File: src/rtl/fls_pkg.sv
package fls_pkg;

  typedef enum logic [1:0] {
    PH_OPCODE = 2'd0,
    PH_SKIP   = 2'd1,
    PH_RAW    = 2'd2,
    PH_DATA   = 2'd3
  } phase_t;

  localparam int SKIP_W = 3;

  // Overhead bytes that follow a recognised opcode; 0 means unrecognised.
  function automatic logic [SKIP_W-1:0] skip_for(input logic [7:0] op);
    case (op)
      8'h02, 8'h03, 8'h32, 8'hA2: skip_for = SKIP_W'(3);
      8'h0B, 8'h3B, 8'h6B, 8'hBB: skip_for = SKIP_W'(4);
      8'hEB:                      skip_for = SKIP_W'(6);
      default:                    skip_for = '0;
    endcase
  endfunction

endpackage

File: src/rtl/fls_bit_striper.sv
module fls_bit_striper #(
  parameter int LANES   = 2,
  parameter bit INVERSE = 1'b0,
  localparam int BW     = LANES * 8
) (
  input  logic [BW-1:0] din,
  output logic [BW-1:0] dout
);
  // Global bit g of the striped word comes from byte (g mod LANES),
  // bit floor(g / LANES) of the linear word.
  for (genvar g = 0; g < BW; g++) begin : g_bit
    localparam int LIN = (g % LANES) * 8 + (g / LANES);
    if (!INVERSE) begin : g_fwd
      assign dout[g] = din[LIN];
    end else begin : g_inv
      assign dout[LIN] = din[g];
    end
  end
endmodule

File: src/rtl/fls_phase_tracker.sv
module fls_phase_tracker
  import fls_pkg::*;
(
  input  logic       clk,
  input  logic       rst,
  input  logic       cs_active,
  input  logic       advance,
  input  logic [7:0] opcode,
  output phase_t     phase
);
  logic [SKIP_W-1:0] left;
  logic [SKIP_W-1:0] load;

  assign load = skip_for(opcode);

  always_ff @(posedge clk) begin
    if (rst || !cs_active) begin
      phase <= PH_OPCODE;
      left  <= '0;
    end else if (advance) begin
      case (phase)
        PH_OPCODE: begin
          if (load != '0) begin
            phase <= PH_SKIP;
            left  <= load;
          end else begin
            phase <= PH_RAW;
          end
        end
        PH_SKIP: begin
          left <= left - 1'b1;
          if (left == SKIP_W'(1)) phase <= PH_DATA;
        end
        default: phase <= phase;
      endcase
    end
  end


  idle_reset_chk: assert property (@(posedge clk) disable iff (rst)
    !cs_active |=> phase == PH_OPCODE);


  raw_sticky_chk: assert property (@(posedge clk) disable iff (rst)
    (phase == PH_RAW && cs_active) |=> phase == PH_RAW);


  data_entry_chk: assert property (@(posedge clk) disable iff (rst)
    (phase == PH_DATA && $past(phase) != PH_DATA) |-> $past(phase) == PH_SKIP);
endmodule

File: src/rtl/flash_lane_snooper.sv
module flash_lane_snooper
  import fls_pkg::*;
#(
  parameter int LANES      = 2,
  parameter int FIFO_DEPTH = 64,
  localparam int BW        = LANES * 8,
  localparam int LVL_W     = $clog2(FIFO_DEPTH + 1),
  localparam int CNT_W     = $clog2(LANES + 1)
) (
  input  logic             clk,
  input  logic             rst,
  input  logic             cs_active,
  input  logic             linear_mode,
  input  logic             xfer_req,
  input  logic [LVL_W-1:0] tx_level,
  input  logic [BW-1:0]    tx_head,
  output logic             tx_pop,
  output logic [CNT_W-1:0] tx_pop_cnt,
  output logic             lane_tx_valid,
  output logic [BW-1:0]    lane_tx_data,
  input  logic             lane_rx_valid,
  input  logic [BW-1:0]    lane_rx_data,
  input  logic             rx_full,
  output logic             rx_push,
  output logic [CNT_W-1:0] rx_push_cnt,
  output logic [BW-1:0]    rx_push_data,
  output logic             underflow_evt,
  output logic             overflow_evt,
  output logic [1:0]       phase,
  output logic             busy
);
  phase_t            ph;
  logic              striping;
  logic              pend_stripe;
  logic [CNT_W-1:0]  need;
  logic              enough;
  logic              start;
  logic              starve;
  logic [BW-1:0]     tx_striped;
  logic [BW-1:0]     rx_linear;

  fls_phase_tracker u_track (
    .clk       (clk),
    .rst       (rst),
    .cs_active (cs_active),
    .advance   (start),
    .opcode    (tx_head[7:0]),
    .phase     (ph)
  );

  fls_bit_striper #(.LANES(LANES), .INVERSE(1'b0)) u_tx_stripe (
    .din  (tx_head),
    .dout (tx_striped)
  );

  fls_bit_striper #(.LANES(LANES), .INVERSE(1'b1)) u_rx_unstripe (
    .din  (lane_rx_data),
    .dout (rx_linear)
  );

  assign striping = (ph == PH_DATA) && (LANES > 1);
  assign need     = striping ? CNT_W'(LANES) : CNT_W'(1);
  assign enough   = tx_level >= LVL_W'(need);
  assign start    = xfer_req && !busy && enough;
  assign starve   = xfer_req && !busy && !enough && !linear_mode;
  assign phase    = ph;

  always_ff @(posedge clk) begin
    if (rst) begin
      tx_pop        <= 1'b0;
      tx_pop_cnt    <= '0;
      lane_tx_valid <= 1'b0;
      lane_tx_data  <= '0;
      rx_push       <= 1'b0;
      rx_push_cnt   <= '0;
      rx_push_data  <= '0;
      underflow_evt <= 1'b0;
      overflow_evt  <= 1'b0;
      pend_stripe   <= 1'b0;
      busy          <= 1'b0;
    end else begin
      tx_pop        <= start;
      lane_tx_valid <= start;
      underflow_evt <= starve;
      rx_push       <= 1'b0;
      overflow_evt  <= 1'b0;
      if (start) begin
        tx_pop_cnt   <= need;
        lane_tx_data <= striping ? tx_striped : {LANES{tx_head[7:0]}};
        pend_stripe  <= striping;
        busy         <= 1'b1;
      end
      if (lane_rx_valid && busy) begin
        busy <= 1'b0;
        if (rx_full) begin
          overflow_evt <= 1'b1;
        end else begin
          rx_push      <= 1'b1;
          rx_push_cnt  <= pend_stripe ? CNT_W'(LANES) : CNT_W'(1);
          rx_push_data <= pend_stripe ? rx_linear : BW'(lane_rx_data[7:0]);
        end
      end
    end
  end


  ovf_excl_chk: assert property (@(posedge clk) disable iff (rst)
    overflow_evt |-> !rx_push);


  push_src_chk: assert property (@(posedge clk) disable iff (rst)
    rx_push |-> $past(lane_rx_valid));


  linear_quiet_chk: assert property (@(posedge clk) disable iff (rst)
    linear_mode |=> !underflow_evt);


  pop_width_chk: assert property (@(posedge clk) disable iff (rst)
    (tx_pop && tx_pop_cnt != CNT_W'(1)) |-> $past(ph) == PH_DATA);
endmodule

File: config.mk
export PLATFORM = sky130hd
export DESIGN_NAME = flash_lane_snooper
export DESIGN_NICKNAME = d
export VERILOG_FILES = /design/src/rtl/fls_pkg.sv /design/src/rtl/fls_bit_striper.sv /design/src/rtl/fls_phase_tracker.sv /design/src/rtl/flash_lane_snooper.sv
export SDC_FILE = /design/constraint.sdc
export NUM_CORES = 1
export LEC_CHECK = 0
export BUFFER_PORTS_ARGS = -buffer_cell sky130_fd_sc_hd__buf_4
export CAP_MARGIN = 20
export CORE_ASPECT_RATIO = 0.5
export CORE_UTILIZATION = 38
export CTS_BUF_LIST = sky130_fd_sc_hd__clkbuf_4 sky130_fd_sc_hd__clkbuf_8 sky130_fd_sc_hd__clkbuf_16
export CTS_CLUSTER_SIZE = 10
export DETAILED_ROUTE_END_ITERATION = 12
export PLACE_DENSITY = 0.71
export SLEW_MARGIN = 0
export SYNTH_ARGS = -nofsm -noshare
export SYNTH_HDL_FRONTEND = slang
export SYNTH_SLANG_ARGS = --single-unit
File: constraint.sdc
create_clock -name clk -period 6.5 [get_ports clk]
set_input_delay 0.975 -clock clk [delete_from_list [all_inputs] [get_ports clk]]
set_output_delay 0.975 -clock clk [all_outputs]
set_load 0.03 [all_outputs]
; ---- Word-level counts from Yosys, hierarchy flattened
; Cells that the tools add are included.
; W data, S select, Z words.
[op_classes]
order_cmp = 1
reduce_logical = 20
n_mux = 12
n_eq_ne = 14
bitwise = 2
add_sub_neg = 1
[ops]
columns = cell, n
row1 = $mux W16, 2
row2 = $eq A8 B8 Y1 const B, 3
row3 = $eq A8 B2 Y1 const B, 2
row4 = $eq A8 B6 Y1 const B, 2
row5 = $pmux W3 S3, 1
row6 = $eq A8 B4 Y1 const B, 1
row7 = $eq A8 B7 Y1 const B, 1
row8 = $mux W2, 4
row9 = $reduce_or A4 Y1, 2
row10 = $ge A7 B2 Y1, 1
row11 = $pmux W3 S2, 1
row12 = $reduce_and A3 Y1, 2
row13 = $logic_and A1 B1 Y1, 5
row14 = $logic_not A1 Y1, 4
row15 = $ne A2 B1 Y1 const B, 2
row16 = $pmux W2 S2, 1
row17 = $reduce_or A2 Y1, 2
row18 = $eq A3 B1 Y1 const B, 1
row19 = $mux W3, 1
row20 = $reduce_bool A3 Y1, 1
row21 = $sub A3 B1 Y3 const B, 1
row22 = $eq A2 B1 Y1 const B, 1
row23 = $eq A2 B2 Y1 const B, 1
row24 = $logic_not A2 Y1, 1
row25 = 5 further kinds, 7
[word_totals]
input_bits = 46
regBits = 47

; ---- Longest topological paths before layout
[depth]
ltp_word = 6
depth_mapped = 9
ltp_nobuf = 7

; ---- Modules after synthesis
; Synthesis repeated with hierarchy kept, for this count alone.
[hier_totals]
cells_unflattened = 278
area_unflattened_um2 = 2497.4
[modules_own_cells]
columns = mod, n_inst, cells_each, area_each_um2
row1 = flash_lane_snooper, 1, 195, 1838.0
row2 = fls_phase_tracker, 1, 51, 419.2
row3 = fls_bit_striper, 2, 16, 120.1

; ---- Worst setup path after synthesis
; Ideal clock, no wire load.
[synth_path]
path_kind = register -> register
startpoint = reg u_track.phase[1]
endpoint = reg u_track.left[2]
stages_incl_launch_ff = 9
setup_time_ns = 0.117
slack_ns = 3.939
period_less_slack_ns = 2.561
t_arrival_ns = 2.444
cell_sequence = dfxtp_1 -> clkbuf_1 -> nand2_1 -> ha_1 -> nand2b_1 -> a2111oi_4 -> nor3_1 -> a21boi_1 -> a32o_1
[synth_via]
elab_chain_cells = 5
elab_cells_between_ends = 10
[synth_lines]
columns = item, line
row1 = from (decl), fls_phase_tracker.sv:9  ; output phase_t phase
row2 = from (signal assigned), fls_phase_tracker.sv:34  ; default: phase <= phase;
row3 = $eq A2 B2 Y1, flash_lane_snooper.sv:61  ; assign striping = (ph == PH_DATA) && (LANES > 1);
row4 = $mux W2, flash_lane_snooper.sv:62  ; assign need = striping ? CNT_W'(LANES) : CNT_W'(1);
row5 = via need[0], flash_lane_snooper.sv:35  ; logic [CNT_W-1:0] need;
row6 = $ge A7 B2 Y1, flash_lane_snooper.sv:63  ; assign enough = tx_level >= LVL_W'(need);
row7 = $logic_and A1 B1 Y1, flash_lane_snooper.sv:64  ; assign start = xfer_req && !busy && enough;
row8 = $reduce_and A3 Y1 (no line), n/a
row9 = to (signal assigned), fls_phase_tracker.sv:25  ; left <= load;
row10 = to (signal assigned), fls_phase_tracker.sv:31  ; left <= left - 1'b1;
row11 = to (decl), fls_phase_tracker.sv:11  ; logic [SKIP_W-1:0] left;
; The timed path passes the listed nets, and every way through them passes these cells.
; A chain may end at the register's enable or synchronous reset.

; ---- Worst setup path in the final report
[layout_path]
startpoint = reg u_track.phase[0]
endpoint = reg u_track.left[2]
; Same word-level chain as after synthesis.

==> flow_summary_export.csv <==
group,metric,value,unit
status,outcome,"complete, no violations",
route,drcViolationCount,0,
synth,ys_warn_count,0,
critical_path,worstRegToRegCells,7,
synth,synth-edff-count,0,
worst_hold_path,min_path_cells,2,
synth,ys_ff_latch,46,
cts,post_cts.repair.setup_buffers,0,
sta,fin_ws,3560,ps
power_and_ir_drop,power.leakage,0.00114,uW
power_and_ir_drop,power,596,uW
route,wl_met3,441,um
route,top_layer,"met4",
synth,synth_top_area_cell,"dfxtp_1",
critical_path,r2r_setup_slack,3560,ps
cts,clockBufferDepth,2,
placed_design,portBuffers,89,
sta,fmax,0.340,GHz
sta,report.final.slew_viol_count,0,
synth,synth_top_area_share,43.7,%
layout,n_antenna_cell,0,
global_routing,grt_max_degree,43,
synth,synthTopCellsByArea,"dfxtp_1 (44%), a311oi_1 (5.8%), nand3_1 (5.7%)",
floorplan,core,5130,um2
worst_hold_path,hp-start,"rx_push_data[11]",
cts,cts.htree.levels,2,
cts,clkTransAtPathRegs,90,ps
placed_design,dp_cells,385,
critical_path,crit_path_max_fanout,24,
placed_design,hpwl,3.88,mm
placed_design,dp_slack,3260,ps
critical_path,cp.arrival,3140,ps
layout,multi_input_area,1060,um2
synth,avgSynthCellArea,8.61,um2
sta,slew_headroom,48.5,%
floorplan,dieArea,5870,um2
run,cap_viol_max_count,0,
critical_path,timing.rr.start,"u_track.phase[0]",
critical_path,crit_required,6700,ps
layout,postLayoutCoreUtil,56.1,%
critical_path,worst_setup_path_start_kind,"register",
global_routing,grt_usage,17.1,%
placed_design,gp_congestion,0.828,
route,drt_iter0_markers,138,
route,via_count,2046,
sta,fin_crit_sh,45.2,%
cts,ctsRootBufferMaster,"clkbuf_8",
synth,async_reset_ff_share,0,%
worst_hold_path,hold_path_class,"register to register",
critical_path,cp-end-kind,"register",
route,routed_via_density,5.19,
cts,clk_latency,300,ps
layout,seqCellArea,921,um2
power_and_ir_drop,peakVddDrop,0.103,mV
global_routing,grt_pass1_wl,7.69,mm
global_routing,antenna_found_initial,0,
sta,tns,0,ps
layout,areaGrowthSynthToFinish,36.7,%
route,wirelength,5.31,mm
cts,ctsResizeCount,0,
route,drtAntennaViolNets,0,
floorplan,row_count,18,
cts,cts_hold_buf,0,
critical_path,crit_type,"register to register",
synth,synth.distinct_cells,39,
sta,setup_viol,0,
layout,nets,373,
route,wl_per_cell,13.5,um
route,drt-pass1-iter-count,4,
layout,final_common_cell,"buf_4",
cts,cts_tree,"yes",
synth,syn_nets,295,
synth,ys_seq_area_share,43.7,%
power_and_ir_drop,powerDensity,207,nW/um2
floorplan,die_h,54.7,um
floorplan,initial_core_util,41.1,%
layout,fill_cells,487,
sta,tightest_slew,772,ps
cts,cts_inserted_buffers,5,
layout,drive_gt1_share,33.3,%
sta,skew,3.74,ps
layout,final_cell_mix,"buf_4 (90), dfxtp_1 (46), nor2_1 (29), nand2_1 (28), nand3_1 (24)",
cts,cts_sinks,46,
sta,fin_crit,2940,ps
floorplan,ios,90,
sta,hold_viol_final,0,
worst_hold_path,hold_end,"rx_push_data[11]",
route,wl_met2,2.46,mm
sta,rsz0062_at_grt,"no",
synth,ys.flop_type,"dfxtp_1",
layout,instances_no_fill,394,
route,wl_met1,2.37,mm
critical_path,rr_endpoint,"u_track.left[2]",
global_routing,grt_pass1_vias,1620,
floorplan,die_x,107,um
synth,netlist_area,2110,um2
global_routing,grt_overflow,0,
synth,synthCells,245,
[power breakdown]
group	total, uW	switching [uW]	internal, uW
logic	112	63.4	48.5
registers	303	9.41	294
clock network	180	103	77.7
total	596	176	420
[cell families after synthesis]
group	share of synthesized area (%)
and+or+nand+nor	23.6
AOI/OAI and AO/OA	20.2
DFF	43.7
buffers and inverters	5.93
muxes	3.80
adders and majority gates	2.37
xor gates and xnor gates	0.415
[synth_stat cells, types with 2 or more instances]
cell type and count:
a211oi_1 7, nor2_1 29, nor3_1 3, nand2b_1 7, nor4_1 2, mux2i_1 8
buf_6 2, or2_2 2, dfxtp_1 46, o21a_1 3, buf_4 2, nand4b_1 2
o21ai_0 2, o221ai_1 2, nor3b_1 2, ha_1 4, nand3_1 24, nor2b_1 2
a311oi_1 14, or4_4 2, inv_1 7, a21oi_1 16, nand2_1 28, clkbuf_1 14
[layer usage]
layer  up-vias  GRT usage, %
met5         -             0
met4         0          3.42
met1       940          21.8
met2        64          30.0
met3         4          4.40
li1       1038             -
[critical path, cell delays in order (launching register included)]
cell	delay [ps]
dfxtp_1	830
nand2_1	420
ha_1	390
nand2b_1	200
a2111oi_4	410
nor3_1	150
a21boi_1	220
a32o_1	220
[how the worst max path moves through the flow]
stage                          start               to  slack, ps
finish              u_track.phase[0]  u_track.left[2]       3560
global route        u_track.phase[1]  u_track.left[2]       3280
CTS                 u_track.phase[1]  lane_tx_data[2]       3240
detailed placement  u_track.phase[0]  lane_tx_data[8]       3260
global placement    u_track.phase[0]  lane_tx_data[8]       3430
floorplan           u_track.phase[1]  u_track.left[2]       3940
[stage by stage]
stage | hold WS, ps | area, um2
after floorplan | 435 | 2110
after global placement | 439 | 2770
after detailed placement | 445 | 2770
after CTS | 458 | 2870
after global routing | 481 | 2880
final | 457 | 2880
[final cells by class]
| class | instances | share of cell area (%) |
|---|---|---|
| clock buffers | 5 | 2.39 |
| clock inverters | 3 | 0.868 |
| inverters | 7 | 0.911 |
| multi-input cells | 172 | 36.9 |
| flip-flops and latches | 46 | 31.9 |
| well taps | 70 | 3.04 |
| repair buffers | 91 | 24.0 |
[state kept, by name, indices dropped and copies added, names as in the netlist]
| register | cells |
|---|---|
| busy | 1 |
| lane_tx_data | 16 |
| lane_tx_valid | 1 |
| overflow_evt | 1 |
| rx_push | 1 |
| rx_push_cnt | 2 |
| rx_push_data | 16 |
| tx_pop_cnt | 2 |
| u_track.left | 3 |
| u_track.phase | 2 |
| underflow_evt | 1 |
Note: power is estimated with default switching activity, not from simulation.
